**src/rtl/cis_pkg.sv**
```systemverilog
// Shared constants for the crypto interrupt status unit.
// Assumes five flags, of which the lowest two are routable to the interrupt.
package cis_pkg;
    localparam int FLAG_W   = 5;
    localparam int ROUTED_W = 2;
    // flag bit positions
    localparam int FLG_IN_DONE = 0;
    localparam int FLG_RESULT  = 1;
    localparam int FLG_BUS_ERR = 2;
    localparam int FLG_KWR_ERR = 3;
    localparam int FLG_KRD_ERR = 4;
    // word addresses
    localparam int ADR_ENABLE = 0;
    localparam int ADR_RAW    = 1;
    localparam int ADR_MASKED = 2;
    localparam int ADR_CLEAR  = 3;
    localparam int ADR_SWRST  = 4;
endpackage

```
**src/rtl/cis_flag_bank.sv**
```systemverilog
// Sticky event flags: an event sets a flag, a clear-mask bit drops it,
// and the event wins a same-cycle conflict. Software reset clears all flags.
// Assumes event pulses are synchronous to clk.
module cis_flag_bank
    import cis_pkg::*;
(
    input  logic              clk,
    input  logic              rst_n,
    input  logic [FLAG_W-1:0] evt,
    input  logic [FLAG_W-1:0] clr_mask,
    input  logic              sw_rst,
    output logic [FLAG_W-1:0] flags
);
    for (genvar i = 0; i < FLAG_W; i++) begin : g_flag
        // Purpose: hold one sticky flag.
        always_ff @(posedge clk) begin
            if (!rst_n || sw_rst)
                flags[i] <= 1'b0;
            else if (evt[i])
                flags[i] <= 1'b1;
            else if (clr_mask[i])
                flags[i] <= 1'b0;
        end
    end

    AST_EVENT_WINS: assert property (@(posedge clk) disable iff (!rst_n)
        !sw_rst |=> ((flags & $past(evt)) == $past(evt)));
    AST_CLEAR_DROPS: assert property (@(posedge clk) disable iff (!rst_n)
        !sw_rst |=> ((flags & $past(clr_mask & ~evt)) == '0));
    AST_FLAG_STICKY: assert property (@(posedge clk) disable iff (!rst_n)
        !sw_rst |=> ((flags & $past(flags & ~clr_mask)) == $past(flags & ~clr_mask)));
    AST_SWRST_FLAGS: assert property (@(posedge clk) disable iff (!rst_n)
        sw_rst |=> (flags == '0));
endmodule

```
**src/rtl/cis_enable_gate.sv**
```systemverilog
// Enable register for the routed flags, masked status and the level interrupt.
// Assumes the routed flags are the lowest ROUTED_W bits of the flag vector.
module cis_enable_gate
    import cis_pkg::*;
(
    input  logic                clk,
    input  logic                rst_n,
    input  logic                en_wr,
    input  logic [ROUTED_W-1:0] en_wdata,
    input  logic                sw_rst,
    input  logic [FLAG_W-1:0]   flags,
    output logic [ROUTED_W-1:0] en_q,
    output logic [FLAG_W-1:0]   masked,
    output logic                irq
);
    localparam int ERR_W = FLAG_W - ROUTED_W;

    // Purpose: hold enable bits for the routed flags.
    always_ff @(posedge clk) begin
        if (!rst_n || sw_rst)
            en_q <= '0;
        else if (en_wr)
            en_q <= en_wdata;
    end

    // Purpose: build masked status; fault bits can never be enabled.
    always_comb begin
        masked = {{ERR_W{1'b0}}, en_q & flags[ROUTED_W-1:0]};
        irq    = |masked;
    end

    AST_IRQ_ROUTED_ONLY: assert property (@(posedge clk) disable iff (!rst_n)
        irq |-> (|flags[ROUTED_W-1:0]));
    AST_EN_WRITE: assert property (@(posedge clk) disable iff (!rst_n)
        (en_wr && !sw_rst) |=> (en_q == $past(en_wdata)));
    AST_SWRST_EN: assert property (@(posedge clk) disable iff (!rst_n)
        sw_rst |=> (en_q == '0 && !irq));
endmodule

```
**src/rtl/cis_reg_decode.sv**
```systemverilog
// Register-bus decode: write strobes for enable, clear and software reset,
// and a registered read mux. Assumes ADDR_W >= 3.
module cis_reg_decode
    import cis_pkg::*;
#(
    parameter int ADDR_W = 3,
    parameter int DATA_W = 32
) (
    input  logic                clk,
    input  logic                rst_n,
    input  logic                wr_en,
    input  logic                rd_en,
    input  logic [ADDR_W-1:0]   addr,
    input  logic [ROUTED_W-1:0] en_q,
    input  logic [FLAG_W-1:0]   raw,
    input  logic [FLAG_W-1:0]   masked,
    output logic                en_wr,
    output logic                clr_wr,
    output logic                sw_rst,
    output logic [DATA_W-1:0]   rdata
);
    localparam logic [ADDR_W-1:0] A_EN  = ADDR_W'(ADR_ENABLE);
    localparam logic [ADDR_W-1:0] A_RAW = ADDR_W'(ADR_RAW);
    localparam logic [ADDR_W-1:0] A_MSK = ADDR_W'(ADR_MASKED);
    localparam logic [ADDR_W-1:0] A_CLR = ADDR_W'(ADR_CLEAR);
    localparam logic [ADDR_W-1:0] A_SWR = ADDR_W'(ADR_SWRST);

    logic [DATA_W-1:0] rd_mux;

    // Purpose: decode write strobes.
    always_comb begin
        en_wr  = wr_en && (addr == A_EN);
        clr_wr = wr_en && (addr == A_CLR);
        sw_rst = wr_en && (addr == A_SWR);
    end

    // Purpose: select read value; write-only and unmapped addresses give zero.
    always_comb begin
        rd_mux = '0;
        if (addr == A_EN)
            rd_mux[ROUTED_W-1:0] = en_q;
        else if (addr == A_RAW)
            rd_mux[FLAG_W-1:0] = raw;
        else if (addr == A_MSK)
            rd_mux[FLAG_W-1:0] = masked;
    end

    // Purpose: register read data on a read strobe.
    always_ff @(posedge clk) begin
        if (!rst_n)
            rdata <= '0;
        else if (rd_en)
            rdata <= rd_mux;
    end

    AST_RDATA_HOLD: assert property (@(posedge clk) disable iff (!rst_n)
        !rd_en |=> $stable(rdata));
    AST_WO_READ_ZERO: assert property (@(posedge clk) disable iff (!rst_n)
        (rd_en && (addr == A_CLR || addr == A_SWR)) |=> (rdata == '0));
    AST_STROBES_EXCL: assert property (@(posedge clk) disable iff (!rst_n)
        $onehot0({en_wr, clr_wr, sw_rst}));
endmodule

```
**src/rtl/crypto_irq_status.sv**
```systemverilog
// Top of the crypto interrupt status unit: sticky flags, enables, masked
// status and one level interrupt behind a word-addressed register bus.
// Assumes single-cycle event pulses and a synchronous active-low reset.
module crypto_irq_status
    import cis_pkg::*;
#(
    parameter int ADDR_W = 3,
    parameter int DATA_W = 32
) (
    input  logic              clk,
    input  logic              rst_n,
    input  logic [4:0]        evt,
    input  logic              bus_wr_en,
    input  logic              bus_rd_en,
    input  logic [ADDR_W-1:0] bus_addr,
    input  logic [DATA_W-1:0] bus_wdata,
    output logic [DATA_W-1:0] bus_rdata,
    output logic              irq
);
    logic [FLAG_W-1:0]   flags;
    logic [FLAG_W-1:0]   masked;
    logic [FLAG_W-1:0]   clr_mask;
    logic [ROUTED_W-1:0] en_q;
    logic                en_wr;
    logic                clr_wr;
    logic                sw_rst;
    logic                unused_wdata_hi;

    // Purpose: gate write data into a clear mask only on clear writes.
    always_comb begin
        clr_mask        = clr_wr ? bus_wdata[FLAG_W-1:0] : '0;
        unused_wdata_hi = ^bus_wdata[DATA_W-1:FLAG_W];
    end

    cis_reg_decode #(.ADDR_W(ADDR_W), .DATA_W(DATA_W)) u_dec (
        .clk    (clk),
        .rst_n  (rst_n),
        .wr_en  (bus_wr_en),
        .rd_en  (bus_rd_en),
        .addr   (bus_addr),
        .en_q   (en_q),
        .raw    (flags),
        .masked (masked),
        .en_wr  (en_wr),
        .clr_wr (clr_wr),
        .sw_rst (sw_rst),
        .rdata  (bus_rdata)
    );

    cis_flag_bank u_flags (
        .clk      (clk),
        .rst_n    (rst_n),
        .evt      (evt),
        .clr_mask (clr_mask),
        .sw_rst   (sw_rst),
        .flags    (flags)
    );

    cis_enable_gate u_gate (
        .clk      (clk),
        .rst_n    (rst_n),
        .en_wr    (en_wr),
        .en_wdata (bus_wdata[ROUTED_W-1:0]),
        .sw_rst   (sw_rst),
        .flags    (flags),
        .en_q     (en_q),
        .masked   (masked),
        .irq      (irq)
    );

    AST_RESET_QUIET: assert property (@(posedge clk)
        !rst_n |=> (!irq && bus_rdata == '0));
endmodule

```
**config.mk**
```make
export PLATFORM = sky130hd
export DESIGN_NAME = crypto_irq_status
export DESIGN_NICKNAME = d
export VERILOG_FILES = /design/src/rtl/cis_pkg.sv /design/src/rtl/cis_flag_bank.sv /design/src/rtl/cis_enable_gate.sv /design/src/rtl/cis_reg_decode.sv /design/src/rtl/crypto_irq_status.sv
export SDC_FILE = /design/constraint.sdc
export NUM_CORES = 1
export LEC_CHECK = 0
export ABC_AREA = 1
export BUFFER_PORTS_ARGS = -buffer_cell sky130_fd_sc_hd__clkbuf_2
export CAP_MARGIN = 20
export CORE_MARGIN = 4
export CORE_UTILIZATION = 35
export CTS_CLUSTER_SIZE = 16
export DETAILED_ROUTE_END_ITERATION = 16
export PLACE_DENSITY = 0.79
export REMOVE_ABC_BUFFERS = 1
export SLEW_MARGIN = 30
export SYNTH_ARGS = -nofsm -noshare
export SYNTH_HDL_FRONTEND = slang
export SYNTH_SLANG_ARGS = --single-unit
```
**constraint.sdc**
```tcl
create_clock -name clk -period 0.9 [get_ports clk]
set_clock_uncertainty 0.05 [all_clocks]
set_input_delay 0.135 -clock clk [delete_from_list [all_inputs] [get_ports clk]]
set_output_delay 0.135 -clock clk [all_outputs]
set_load 0.005 [all_outputs]
```
* Word level (Yosys, flattened, before mapping)
Index checks and enable logic that the tools add are counted.
** Storage, ports and cells
- Bits in registers :: 12
- Input bits :: 44
- Output and inout bits :: 33
- Word-level logic and storage cells :: 39
** Operators by class
- Equality and inequality tests :: 4
- Mux-type cells :: 15
- Bitwise operators :: 1
- Reductions and logical operators :: 12
** Operator list (count)
- 1-bit two-way mux :: 10
- 5-bit two-way mux :: 2
- 2-bit nonzero test :: 5
- 3-bit by 2-bit equality test with 1-bit output (second input constant) :: 2
- 2-bit two-way mux :: 2
- 3-bit by 1-bit equality test with 1-bit output (second input constant) :: 1
- 3-bit equality test (second input constant) :: 1
- 1-bit logical AND :: 3
- 3-bit logical NOT :: 1
- 3-bit two-way mux :: 1
- 2-bit bitwise AND :: 1
- 2-bit OR reduction :: 1
- 1-bit logical NOT :: 1
- 1-bit logical OR :: 1

* Longest topological paths before layout
Gate-level depths: netlist of the first run.
- Depth after elaboration :: 5
- Gate-level depth with buffers :: 6
- Depth with buffers taken out :: 6

* Hierarchy
A second synthesis of the first run with hierarchy kept.
** Second synthesis, totals
- Cells, all modules :: 139
- Area, all modules :: 924.6 sq um
** Modules (own cells, without submodules)
- cis_reg_decode :: instances 1, cells an instance 82, area each 550.5 sq um, seq. area each 100.1 sq um
- cis_flag_bank :: instances 1, cells an instance 27, area each 215.2 sq um, seq. area each 100.1 sq um
- cis_enable_gate :: instances 1, cells an instance 20, area each 121.4 sq um, seq. area each 40.0 sq um
- crypto_irq_status :: instances 1, cells an instance 10, area each 37.5 sq um, seq. area each 0.0 sq um

* Worst setup path before layout of the first run
Ideal clock, no wire load.
- Kind :: register -> register
- Start :: register u_flags.flags[0]
- End :: register u_dec.rdata[0]
- Setup time :: 0.117 ns
- Data arrival time :: 0.618 ns
- Data required time :: 0.733 ns
- Slack :: 0.115 ns
- Cell stages (with the launch flop) :: 7
- Path buffers :: 0
- Period minus slack after synthesis :: 0.785 ns
- Cells stage by stage :: dfxtp_1 > nand2_1 > inv_1 > nand3_1 > nand2_1 > nor2_1 > nor2_1
** On the way
- Cells in the longest elaborated chain, start to end :: 4
** RTL lines
- from (decl) :: RTL line cis_flag_bank.sv:12 : output logic [FLAG_W-1:0] flags
- from (signal, indexed assignment) :: RTL line cis_flag_bank.sv:18 : flags[i] <= 1'b0;
- from (signal, indexed assignment) :: RTL line cis_flag_bank.sv:20 : flags[i] <= 1'b1;
- from (signal, indexed assignment) :: RTL line cis_flag_bank.sv:22 : flags[i] <= 1'b0;
- 2-bit bitwise AND :: RTL line cis_enable_gate.sv:28 : masked = {{ERR_W{1'b0}}, en_q & flags[ROUTED_W-1:0]};
- 2-bit two-way mux :: RTL line cis_reg_decode.sv:44 : else if (addr == A_MSK)
- 5-bit two-way mux * :: RTL line cis_reg_decode.sv:42 : else if (addr == A_RAW)
- 2-bit two-way mux * :: RTL line cis_reg_decode.sv:40 : if (addr == A_EN)
- to (signal assigned) :: RTL line cis_reg_decode.sv:53 : rdata <= rd_mux;
- to (decl) :: RTL line cis_reg_decode.sv:20 : output logic [DATA_W-1:0] rdata
Mark *: on every way between the ends. The rest lies on a longest branch, timed or not.
A chain may end at the register's enable or synchronous reset.

* Worst setup path after layout of the first run
- Start :: register u_gate.en_q[0]
- End :: output irq
** On the way
- Cells in the longest elaborated chain, start to end :: 2
** RTL lines
- from (decl) :: RTL line cis_enable_gate.sv:12 : output logic [ROUTED_W-1:0] en_q,
- from (signal assigned) :: RTL line cis_enable_gate.sv:23 : en_q <= en_wdata;
- 2-bit bitwise AND :: RTL line cis_enable_gate.sv:28
- 2-bit OR reduction :: RTL line cis_enable_gate.sv:29 : irq = |masked;
- to (decl) :: RTL line crypto_irq_status.sv:18 : output logic irq
Every way passes these cells.

==> results of run 1 <==
==> worst max-delay path: stages, from the launching register on <==
cell	delay, ps
dfxtp_2	340
nand2_2	60
nand2_1	50
clkbuf_2	100
==> repair_timing <==
item                       in CTS  in global routing
setup buffers                   4                  2
setup endpoints to repair       6                  8
gates resized for setup        11                  3
pin swaps                       1                  8
==> registers in the layout, summed over array words and instances, names as in the netlist <==
name	cells
u_dec.rdata	5
u_flags.flags	5
u_gate.en_q	2
==> per-layer routing <==
metal | routed length, um | vias up | global-route usage, %
met5 | 0 | - | 0
li1 | - | 356 | -
met3 | 226 | 0 | 3.54
met2 | 685 | 43 | 16.5
met4 | 0 | 0 | 3.73
met1 | 683 | 293 | 13.6
==> cell families after synthesis <==
family	Yosys count
and+or+nand+nor	42
AOI/OAI and AO/OA	15
buffers and inverters	40
DFF	12
other	1
==> layout by cell type, fill, tap and decap left out <==
cell and count:
buf_4 6, dfxtp_2 9, a21oi_1 10, conb_1 27, nand4_1 2, o21ai_0 5, nor2_1 5, nand3_1 10
nand3_2 1, nor3_2 1, nor2_4 2, clkbuf_2 22, buf_6 1, inv_2 4, nand2_1 19, nand2_2 2
dfxtp_1 3, clkbuf_4 3, inv_1 8
==> power by group <==
group	total, mW	internal (mW)	switching (mW)
clock network	0.318	0.155	0.163
registers	0.583	0.566	0.0177
logic	0.207	0.0834	0.124
total	1.11	0.804	0.305
==> through the flow <==
step	util, %	instances	power (mW)
detailed placement	40.1	158	0.770
floorplan	-	108	0.685
finish	44.7	167	1.11
global route	44.7	167	1.18
global placement	40.1	158	0.766
CTS	43.5	165	1.12
==> worst min-delay path by stage <==
stage,startpoint,end,slack [ps],depth (start not counted)
floorplan,bus_rd_en,u_dec.rdata[2]$_SDFFE_PN0P_,180,1
global placement,evt[3],u_flags.flags[3]$_SDFFE_PP0P_,310,3
detailed placement,evt[4],u_flags.flags[4]$_SDFFE_PP0P_,310,3
CTS,evt[2],u_flags.flags[2]$_SDFFE_PP0P_,20,3
global route,evt[2],u_flags.flags[2]$_SDFFE_PP0P_,30,3
finish,evt[1],u_flags.flags[1]$_SDFFE_PP0P_,30,3
==> final cells by class <==
type                            count  area share (%)
Clock buffer                        3            2.49
Inverter                           12            4.99
Multi-Input combinational cell     84            42.5
Sequential cell                    12            27.8
Tap cell                           27            3.74
Timing Repair Buffer               29            18.4
==> impl_metrics.py, run 1 <==
metrics = {
    "worst_setup_path": {
        "cp-startpoint": "u_gate.en_q[0]$_SDFFE_PP0P_",
        "worstPathRequired_ps": 710,
        "worst-r2r-cell-count": 6,
        "cp.arrival_ps": 820,
        "crit_type": "register to output pin",
        "crit_end": "irq",
        "end_kind": "output pin",
        "startpoint_type": "register",
        "critPathMaxFanout": 2,
        "worstReg2RegEnd": "u_dec.rdata[0]$_SDFFE_PN0P_",
        "rrSetupSlack_ps": -80,
        "reg2reg_from": "u_flags.flags[0]$_SDFFE_PP0P_",
    },
    "sta": {
        "fin_ws_ps": -108,
        "min_period_ps": 1010,
        "clock.fmax_mhz": 992,
        "rsz0062_at_grt": "yes",
        "min_period_over_period_pct": 112,
        "final_max_slew_viol_count": 0,
        "tns_ps": -226,
        "hold_ws_ps": 32.0,
        "setup_viol": 3,
        "finalHoldViolations": 0,
    },
    "power_and_ir_drop": {
        "leakage_nw": 0.505,
        "irDropWorstVdd_mv": 0.530,
        "powerDensity_nw_per_um2": 1230,
    },
    "drt": {
        "vias": 692,
        "drc": 0,
        "via_per_inst": 4.14,
        "ant_nets": 0,
        "routedWlPerCell_um": 9.55,
        "drt_wl_total_um": 1600,
        "dr.pass1.iters": 4,
        "drtIter0Drc": 9,
    },
    "global_route": {
        "overflow": 0,
        "grt_pass1_wl_um": 2300,
        "first_global_vias": 561,
        "globalRouteTotalUtil_pct": 10.7,
        "antenna_found_initial": 0,
        "grt_max_degree": 11,
    },
    "logic_synthesis": {
        "syn-instance-count": 110,
        "yosys.area_share.simple_pct": 25.7,
        "synth_compound_area_share_pct": 9.77,
        "ys_seq_area_share_pct": 31.3,
        "synthMuxAreaShare_pct": 0,
        "ys_ff_latch": 12,
        "synth_common_cells": "27 x buf_4, 21 x nand2_1, 12 x dfxtp_1",
        "synth_cell_types": 14,
        "yosysTopAreaCellShare_pct": 31.3,
        "synth.avg_cell_area_sq_um": 6.98,
        "synth_most_common_cell": "buf_4",
        "async_reset_ff_share_pct": 0,
        "yosys-top-cells-area": "dfxtp_1 31%, buf_4 26%, nand2_1 10%, nand3_1 7.2%, a21oi_1 6.5%",
        "synth_warnings": 0,
        "yosys.area_share.xor_xnor_pct": 0,
        "ys.flop_type": "dfxtp_1",
        "yosys.area.top_type": "dfxtp_1",
        "synth_top_family_by_area": "buffers and inverters",
        "synth-edff-count": 0,
        "synth.cell_area_sq_um": 768,
        "synth_fa_ha_area_share_pct": 0,
    },
    "cts": {
        "cts_sinks": 12,
        "h-tree-depth": 1,
        "cts_tree": "yes",
        "hold_buffers": 0,
        "clk_pin_slew_worst_paths_ps": 70,
        "clockRootBuffer": "clkbuf_4",
        "numCtsBuffers": 3,
        "cts_max_path_buffers": 2,
        "insertion_delay_ps": 260,
    },
    "floorplan": {
        "initial_core_util_pct": 38.0,
        "num_rows": 16,
        "ioPinCount": 77,
        "die_y_um": 54.9,
        "die_width_um": 54.9,
        "coreArea_sq_um": 2020,
        "dieArea_sq_um": 3010,
    },
    "placement": {
        "place_congestion": 0.815,
        "place_hpwl_um": 1280,
        "post-place-ws_ps": -31.8,
        "dpl_cell_area_sq_um": 811,
        "io_buffers": 22,
    },
    "cells_and_area": {
        "fillCellCount": 218,
        "finish.net_count": 186,
        "multiInputGateArea_sq_um": 384,
        "regArea_sq_um": 251,
        "area_delta_synth_final_pct": 17.6,
        "antennaDiodeCount": 0,
        "fin_area_sq_um": 903,
        "drive_above_1_share_pct": 36.4,
    },
    "hold_path": {
        "min_path_type": "primary input to register",
    },
    "status": {
        "status": "complete, but fails checks",
        "violations": "negative setup slack",
    },
    "job": {
        "cap_violations": 0,
    },
}
No activity file was read; power rests on OpenSTA's default activity.
==> run 2, diff against run 1 <==
--- a/config.mk
+++ b/config.mk
@@ -13,6 +13,7 @@
 export CTS_CLUSTER_SIZE = 16
 export DETAILED_ROUTE_END_ITERATION = 16
 export PLACE_DENSITY = 0.79
+export RECOVER_POWER = 50
 export REMOVE_ABC_BUFFERS = 1
 export SLEW_MARGIN = 30
 export SYNTH_ARGS = -nofsm -noshare
==> run 2 against run 1 <==
Effect of this change:
- the flow still finishes with violations (negative setup slack)
- sequential power about the same
- clock power barely moved
- global-route usage unchanged
- critical path type unchanged
- critical endpoint unchanged
- largest cell class unchanged
- largest power group unchanged
- highest routed layer unchanged
==> impl_metrics.py, run 2 (synthesized netlist as in run 1, its figures left out) <==
metrics = {
    "cts": {
        "insertion_delay_ps": 270,
        "cts_max_path_buffers": 2,
        "cts_sinks": 12,
        "cts_tree": "yes",
        "clk_pin_slew_worst_paths_ps": 70,
        "numCtsBuffers": 3,
        "h-tree-depth": 1,
        "clockRootBuffer": "clkbuf_4",
    },
    "floorplan": {
        "dieArea_sq_um": 3010,
        "initial_core_util_pct": 38.0,
        "coreArea_sq_um": 2020,
        "num_rows": 16,
        "die_width_um": 54.9,
        "ioPinCount": 77,
        "die_y_um": 54.9,
    },
    "placement": {
        "post-place-cells": 158,
        "place_congestion": 0.815,
        "io_buffers": 22,
        "dpl_cell_area_sq_um": 811,
        "place_hpwl_um": 1280,
    },
    "drt": {
        "drc": 0,
        "drtIter0Drc": 15,
        "routedWlPerCell_um": 9.55,
        "ant_nets": 0,
        "dr.pass1.iters": 4,
        "via_per_inst": 4.10,
        "drt_wl_total_um": 1600,
        "vias": 684,
    },
    "cells_and_area": {
        "drive_above_1_share_pct": 34.3,
        "area_delta_synth_final_pct": 16.3,
        "final_cell_mix": "27 x conb_1, 22 x clkbuf_2, 19 x nand2_1, 10 x nand3_1, 10 x a21oi_1",
        "regArea_sq_um": 249,
        "utilization_pct": 44.2,
        "layout_commonest_cell": "conb_1",
        "top_regs": "u_dec.rdata: 5 flops, u_flags.flags: 5 flops, u_gate.en_q: 2 flops",
        "fillCellCount": 221,
        "antennaDiodeCount": 0,
        "instances_no_fill": 167,
        "fin_area_sq_um": 893,
        "finish.net_count": 186,
        "multiInputGateArea_sq_um": 377,
    },
    "sta": {
        "tns_ps": -236,
        "rsz0062_at_grt": "yes",
        "min_period_over_period_pct": 113,
        "fin_ws_ps": -115,
        "finalHoldViolations": 0,
        "final_max_slew_viol_count": 0,
        "clock.fmax_mhz": 986,
        "min_period_ps": 1010,
        "setup_viol": 3,
    },
    "global_route": {
        "globalRouteTotalUtil_pct": 10.7,
        "grt_pass1_wl_um": 2300,
        "overflow": 0,
        "first_global_vias": 561,
        "grt_max_degree": 11,
        "antenna_found_initial": 0,
    },
    "worst_setup_path": {
        "slowest_delay_ps": 350,
        "crit_type": "register to output pin",
        "path_cells": "nand2_2 -> nand2_1 -> clkbuf_2",
        "worstPathRequired_ps": 710,
        "critPathBufInv": 1,
        "end_kind": "output pin",
        "cpMaxStageDelayCell": "dfxtp_2",
        "cp.arrival_ps": 830,
        "path_delay_family": "flip-flops",
        "critPathMaxFanout": 2,
        "startpoint_type": "register",
    },
    "job": {
        "cap_violations": 0,
    },
    "status": {
        "violations": "negative setup slack",
        "status": "complete, but fails checks",
    },
    "hold_path": {
        "min_path_type": "primary input to register",
    },
    "power_and_ir_drop": {
        "leakage_nw": 0.504,
        "p_total_mw": 1.10,
        "powerDensity_nw_per_um2": 1240,
        "irDropWorstVdd_mv": 0.529,
    },
}
-- run 2: cell count changes in the layout (fill, tap and decap cells not counted) --
cell,delta
dfxtp_1,+2
dfxtp_2,-2
nor2_1,+1
nor2_4,-1
-- run 2: layer usage --
layer / vias to the layer above / wire length, um / global-route usage (%)
met5: - / 0 / 0
met1: 288 / 694 / 13.6
li1: 355 / - / -
met4: 0 / 0 / 3.73
met3: 0 / 220 / 3.54
met2: 41 / 681 / 16.5
-- run 2: report_power, final --
group          switching, mW  total [mW]  internal, mW
combinational          0.121       0.203        0.0821
clock                  0.163       0.318         0.155
sequential            0.0178       0.583         0.565
total                  0.303        1.10         0.802
-- run 2: repair_timing --
action	CTS	global route
setup endpoints to repair	6	8
hold buffers	0	0
cloned	0	0
buffers inserted	4	2
hold endpoints to repair	0	0
pin swaps	1	8
gates resized for setup	11	3
-- run 2: worst reg2reg max path, delay by kind of cell (launching register included) --
kind | cells | cell delay, ps
flip-flops | 1 | 330
AND/OR/NAND/NOR | 4 | 270
buffers and inverters | 2 | 240
-- run 2: stage by stage --
step,worst slack [ps],hold slack (ps)
2_1_floorplan,115,178
3_3_place_gp,0.0162,314
3_5_place_dp,-31.8,314
4_1_cts,-115,23.0
5_1_grt,-155,31.4
6_report,-115,31.8
-- run 2: final timing paths --
kind	slack [ps]	cells after the start	from	to
setup / recovery	-110	3	u_gate.en_q[0]$_SDFFE_PP0P_	irq
hold / removal	30	3	evt[1]	u_flags.flags[1]$_SDFFE_PP0P_
setup reg to reg	-90	6	u_flags.flags[0]$_SDFFE_PP0P_	u_dec.rdata[0]$_SDFFE_PN0P_
hold reg to reg	420	2	u_flags.flags[3]$_SDFFE_PP0P_	u_dec.rdata[3]$_SDFFE_PN0P_
-- run 2: layout make-up --
cell class | count | area share [%]
Multi-Input combinational cell | 84 | 42.2
Sequential cell | 12 | 27.9
Timing Repair Buffer | 29 | 18.6
Inverter | 12 | 5.04
Tap cell | 27 | 3.78
Clock buffer | 3 | 2.52
==> run 3, diff against run 2 <==
--- a/config.mk
+++ b/config.mk
@@ -5,14 +5,15 @@
 export SDC_FILE = /design/constraint.sdc
 export NUM_CORES = 1
 export LEC_CHECK = 0
-export ABC_AREA = 1
+export ABC_AREA = 0
 export BUFFER_PORTS_ARGS = -buffer_cell sky130_fd_sc_hd__clkbuf_2
 export CAP_MARGIN = 20
+export CELL_PAD_IN_SITES_DETAIL_PLACEMENT = 0
+export CELL_PAD_IN_SITES_GLOBAL_PLACEMENT = 1
 export CORE_MARGIN = 4
-export CORE_UTILIZATION = 35
-export CTS_CLUSTER_SIZE = 16
+export CORE_UTILIZATION = 22
 export DETAILED_ROUTE_END_ITERATION = 16
-export PLACE_DENSITY = 0.79
+export PLACE_DENSITY_LB_ADDON = 0.1
 export RECOVER_POWER = 50
 export REMOVE_ABC_BUFFERS = 1
 export SLEW_MARGIN = 30
==> run 3 against run 2 <==
Effect of this change:
- the run still ends with negative setup slack left
- sequential power fell by 3%
- utilization shrank 13 points
- non-clock buffer count is 4 higher
- register-to-register slack worse by 110 ps
- largest cell class unchanged
- highest routed layer is now met4
==> impl_metrics.py, run 3 <==
metrics = {
    "cells_and_area": {
        "layout_commonest_cell": "conb_1",
        "finish.net_count": 165,
        "area_delta_synth_final_pct": 31.0,
        "instances_no_fill": 164,
        "drive_above_1_share_pct": 38.3,
        "antennaDiodeCount": 0,
        "final_cell_mix": "27 x conb_1, 16 x clkbuf_2, 9 x buf_4, 7 x nor3b_1, 7 x dfxtp_2",
        "top_regs": "u_dec.rdata: 5 flops, u_flags.flags: 5 flops, u_gate.en_q: 2 flops",
        "utilization_pct": 31.0,
    },
    "worst_setup_path": {
        "crit_type": "register to output pin",
        "startpoint_type": "register",
        "worstPathRequired_ps": 710,
        "worst-r2r-cell-count": 4,
        "worstReg2RegEnd": "u_dec.rdata[0]$_SDFFE_PN0P_",
        "end_kind": "output pin",
        "cp-startpoint": "u_flags.flags[0]$_SDFFE_PP0P_",
        "critPathMaxFanout": 2,
        "path_delay_family": "flip-flops",
        "path_cells": "buf_6 -> a22o_1 -> buf_2",
        "critPathBufInv": 2,
        "cpMaxStageDelayCell": "dfxtp_2",
        "rrSetupSlack_ps": -200,
        "cp.arrival_ps": 980,
        "reg2reg_from": "u_flags.flags[0]$_SDFFE_PP0P_",
        "slowest_delay_ps": 320,
        "cp.depth": 3,
    },
    "drt": {
        "via_per_inst": 3.74,
        "drc": 0,
        "drtIter0Drc": 24,
        "drt_wl_total_um": 1640,
        "vias": 613,
        "ant_nets": 0,
        "routedWlPerCell_um": 9.98,
        "dr.pass1.iters": 4,
    },
    "logic_synthesis": {
        "ys_ff_latch": 12,
        "synth_common_cells": "27 x buf_4, 12 x dfxtp_1, 6 x nor3b_1",
        "yosysTopAreaCellShare_pct": 32.2,
        "ys.flop_type": "dfxtp_1",
        "syn-instance-count": 84,
        "synth_cell_types": 22,
        "synth.avg_cell_area_sq_um": 8.89,
        "synth_warnings": 0,
        "synth_most_common_cell": "buf_4",
        "synth-edff-count": 0,
        "yosys.area.top_type": "dfxtp_1",
        "yosys-top-cells-area": "dfxtp_1 32%, buf_4 27%, nor3b_1 6.0%, nor2b_1 4.2%, nor3_1 3.4%",
        "ys_seq_area_share_pct": 32.2,
        "async_reset_ff_share_pct": 0,
        "synth.cell_area_sq_um": 747,
    },
    "floorplan": {
        "ioPinCount": 77,
        "die_y_um": 66.3,
        "coreArea_sq_um": 3150,
        "die_width_um": 66.3,
        "initial_core_util_pct": 23.7,
        "num_rows": 20,
        "dieArea_sq_um": 4390,
    },
    "cts": {
        "hold_buffers": 0,
        "clockRootBuffer": "clkbuf_4",
        "cts_tree": "yes",
        "cts_sinks": 12,
        "h-tree-depth": 1,
        "insertion_delay_ps": 270,
        "numCtsBuffers": 3,
        "cts_max_path_buffers": 2,
        "clk_pin_slew_worst_paths_ps": 80,
    },
    "placement": {
        "place_congestion": 0.716,
        "post-place-cells": 156,
        "io_buffers": 22,
        "place_hpwl_um": 1380,
        "post-place-ws_ps": -128,
    },
    "global_route": {
        "overflow": 0,
        "grt_pass1_wl_um": 2650,
        "globalRouteTotalUtil_pct": 7.93,
        "grt_max_degree": 8,
        "antenna_found_initial": 0,
        "first_global_vias": 571,
    },
    "sta": {
        "finalHoldViolations": 0,
        "final_max_slew_viol_count": 0,
        "min_period_over_period_pct": 130,
        "clock.fmax_mhz": 858,
        "fin_ws_ps": -266,
        "setup_viol": 2,
        "min_period_ps": 1170,
        "hold_ws_ps": 68.4,
        "rsz0062_at_grt": "yes",
    },
    "power_and_ir_drop": {
        "seq_power_share_pct": 47.9,
        "p_switching_mw": 0.293,
        "irDropWorstVdd_mv": 0.334,
        "p_total_mw": 1.19,
        "leakage_nw": 0.464,
        "swShare_pct": 24.7,
        "p_clk_share_pct": 35.8,
        "internal_power_mw": 0.894,
        "comb_power_share_pct": 16.3,
        "powerDensity_nw_per_um2": 1210,
    },
    "status": {
        "violations": "negative setup slack",
        "status": "complete, but fails checks",
    },
    "job": {
        "cap_violations": 0,
    },
    "hold_path": {
        "min_path_type": "primary input to register",
        "min_to": "u_flags.flags[4]$_SDFFE_PP0P_",
        "min_path_cells": 3,
        "min_from": "evt[4]",
    },
}
## run 3: metal layers
metal	global-route usage (%)	vias up	routed length, um
met5	0	-	0
met4	5.33	0	27
met3	1.02	2	147
met2	12.5	31	755
met1	9.92	270	707
li1	-	310	-
## run 3: worst max path at each step
| stage | end | slack, ps |
|---|---|---|
| CTS | irq | -290 |
| floorplan | u_dec.rdata[0]$_SDFFE_PN0P_ | -140 |
| global route | irq | -340 |
| finish | irq | -270 |
| detailed placement | u_dec.rdata[0]$_SDFFE_PN0P_ | -130 |
| global placement | u_dec.rdata[0]$_SDFFE_PN0P_ | -130 |
## run 3: stage by stage
step                instance area, sq um  setup TNS (ps)
floorplan                            642            -135
global placement                     860           -1100
detailed placement                   860           -1170
CTS                                  922            -493
global route                         978            -711
finish                               978            -469
## run 3: cells by family (layout without fill, tap and decap cells)
logic type | Yosys count | after routing | share of synthesized area [%]
other | 1 | 27 | 0.502
AOI/OAI and AO/OA | 11 | 11 | 12.4
buffers and inverters | 29 | 39 | 28.1
DFF | 12 | 12 | 32.2
and+or+nand+nor | 31 | 31 | 26.8
## run 3: power by group through the flow
stage / clock, mW / combinational (mW) / sequential (mW)
2_1_floorplan: 0 / 0.0813 / 0.576
3_3_place_gp: 0 / 0.175 / 0.578
3_5_place_dp: 0 / 0.174 / 0.577
4_1_cts: 0.439 / 0.182 / 0.567
5_1_grt: 0.475 / 0.220 / 0.572
6_report: 0.425 / 0.193 / 0.568
## run 3: timing repair
item,in CTS,in global routing
pin swaps,3,1
setup buffers,2,2
endpoints found under the setup margin,7,9
endpoints found under the hold margin,0,0
resized for setup,7,16
## run 3: area by class of cell
class | count | area, sq um
fill | 355 | 2170
sequential | 12 | 249
multi-input combinational | 69 | 407
inverter | 2 | 7.51
timing repair buffer | 33 | 224
tap | 44 | 55.1
clock buffer | 4 | 36.3
## run 3: worst min-delay path: stages
cell	delay, ps
clkbuf_2	90
nor2_1	80
nor3_1	40
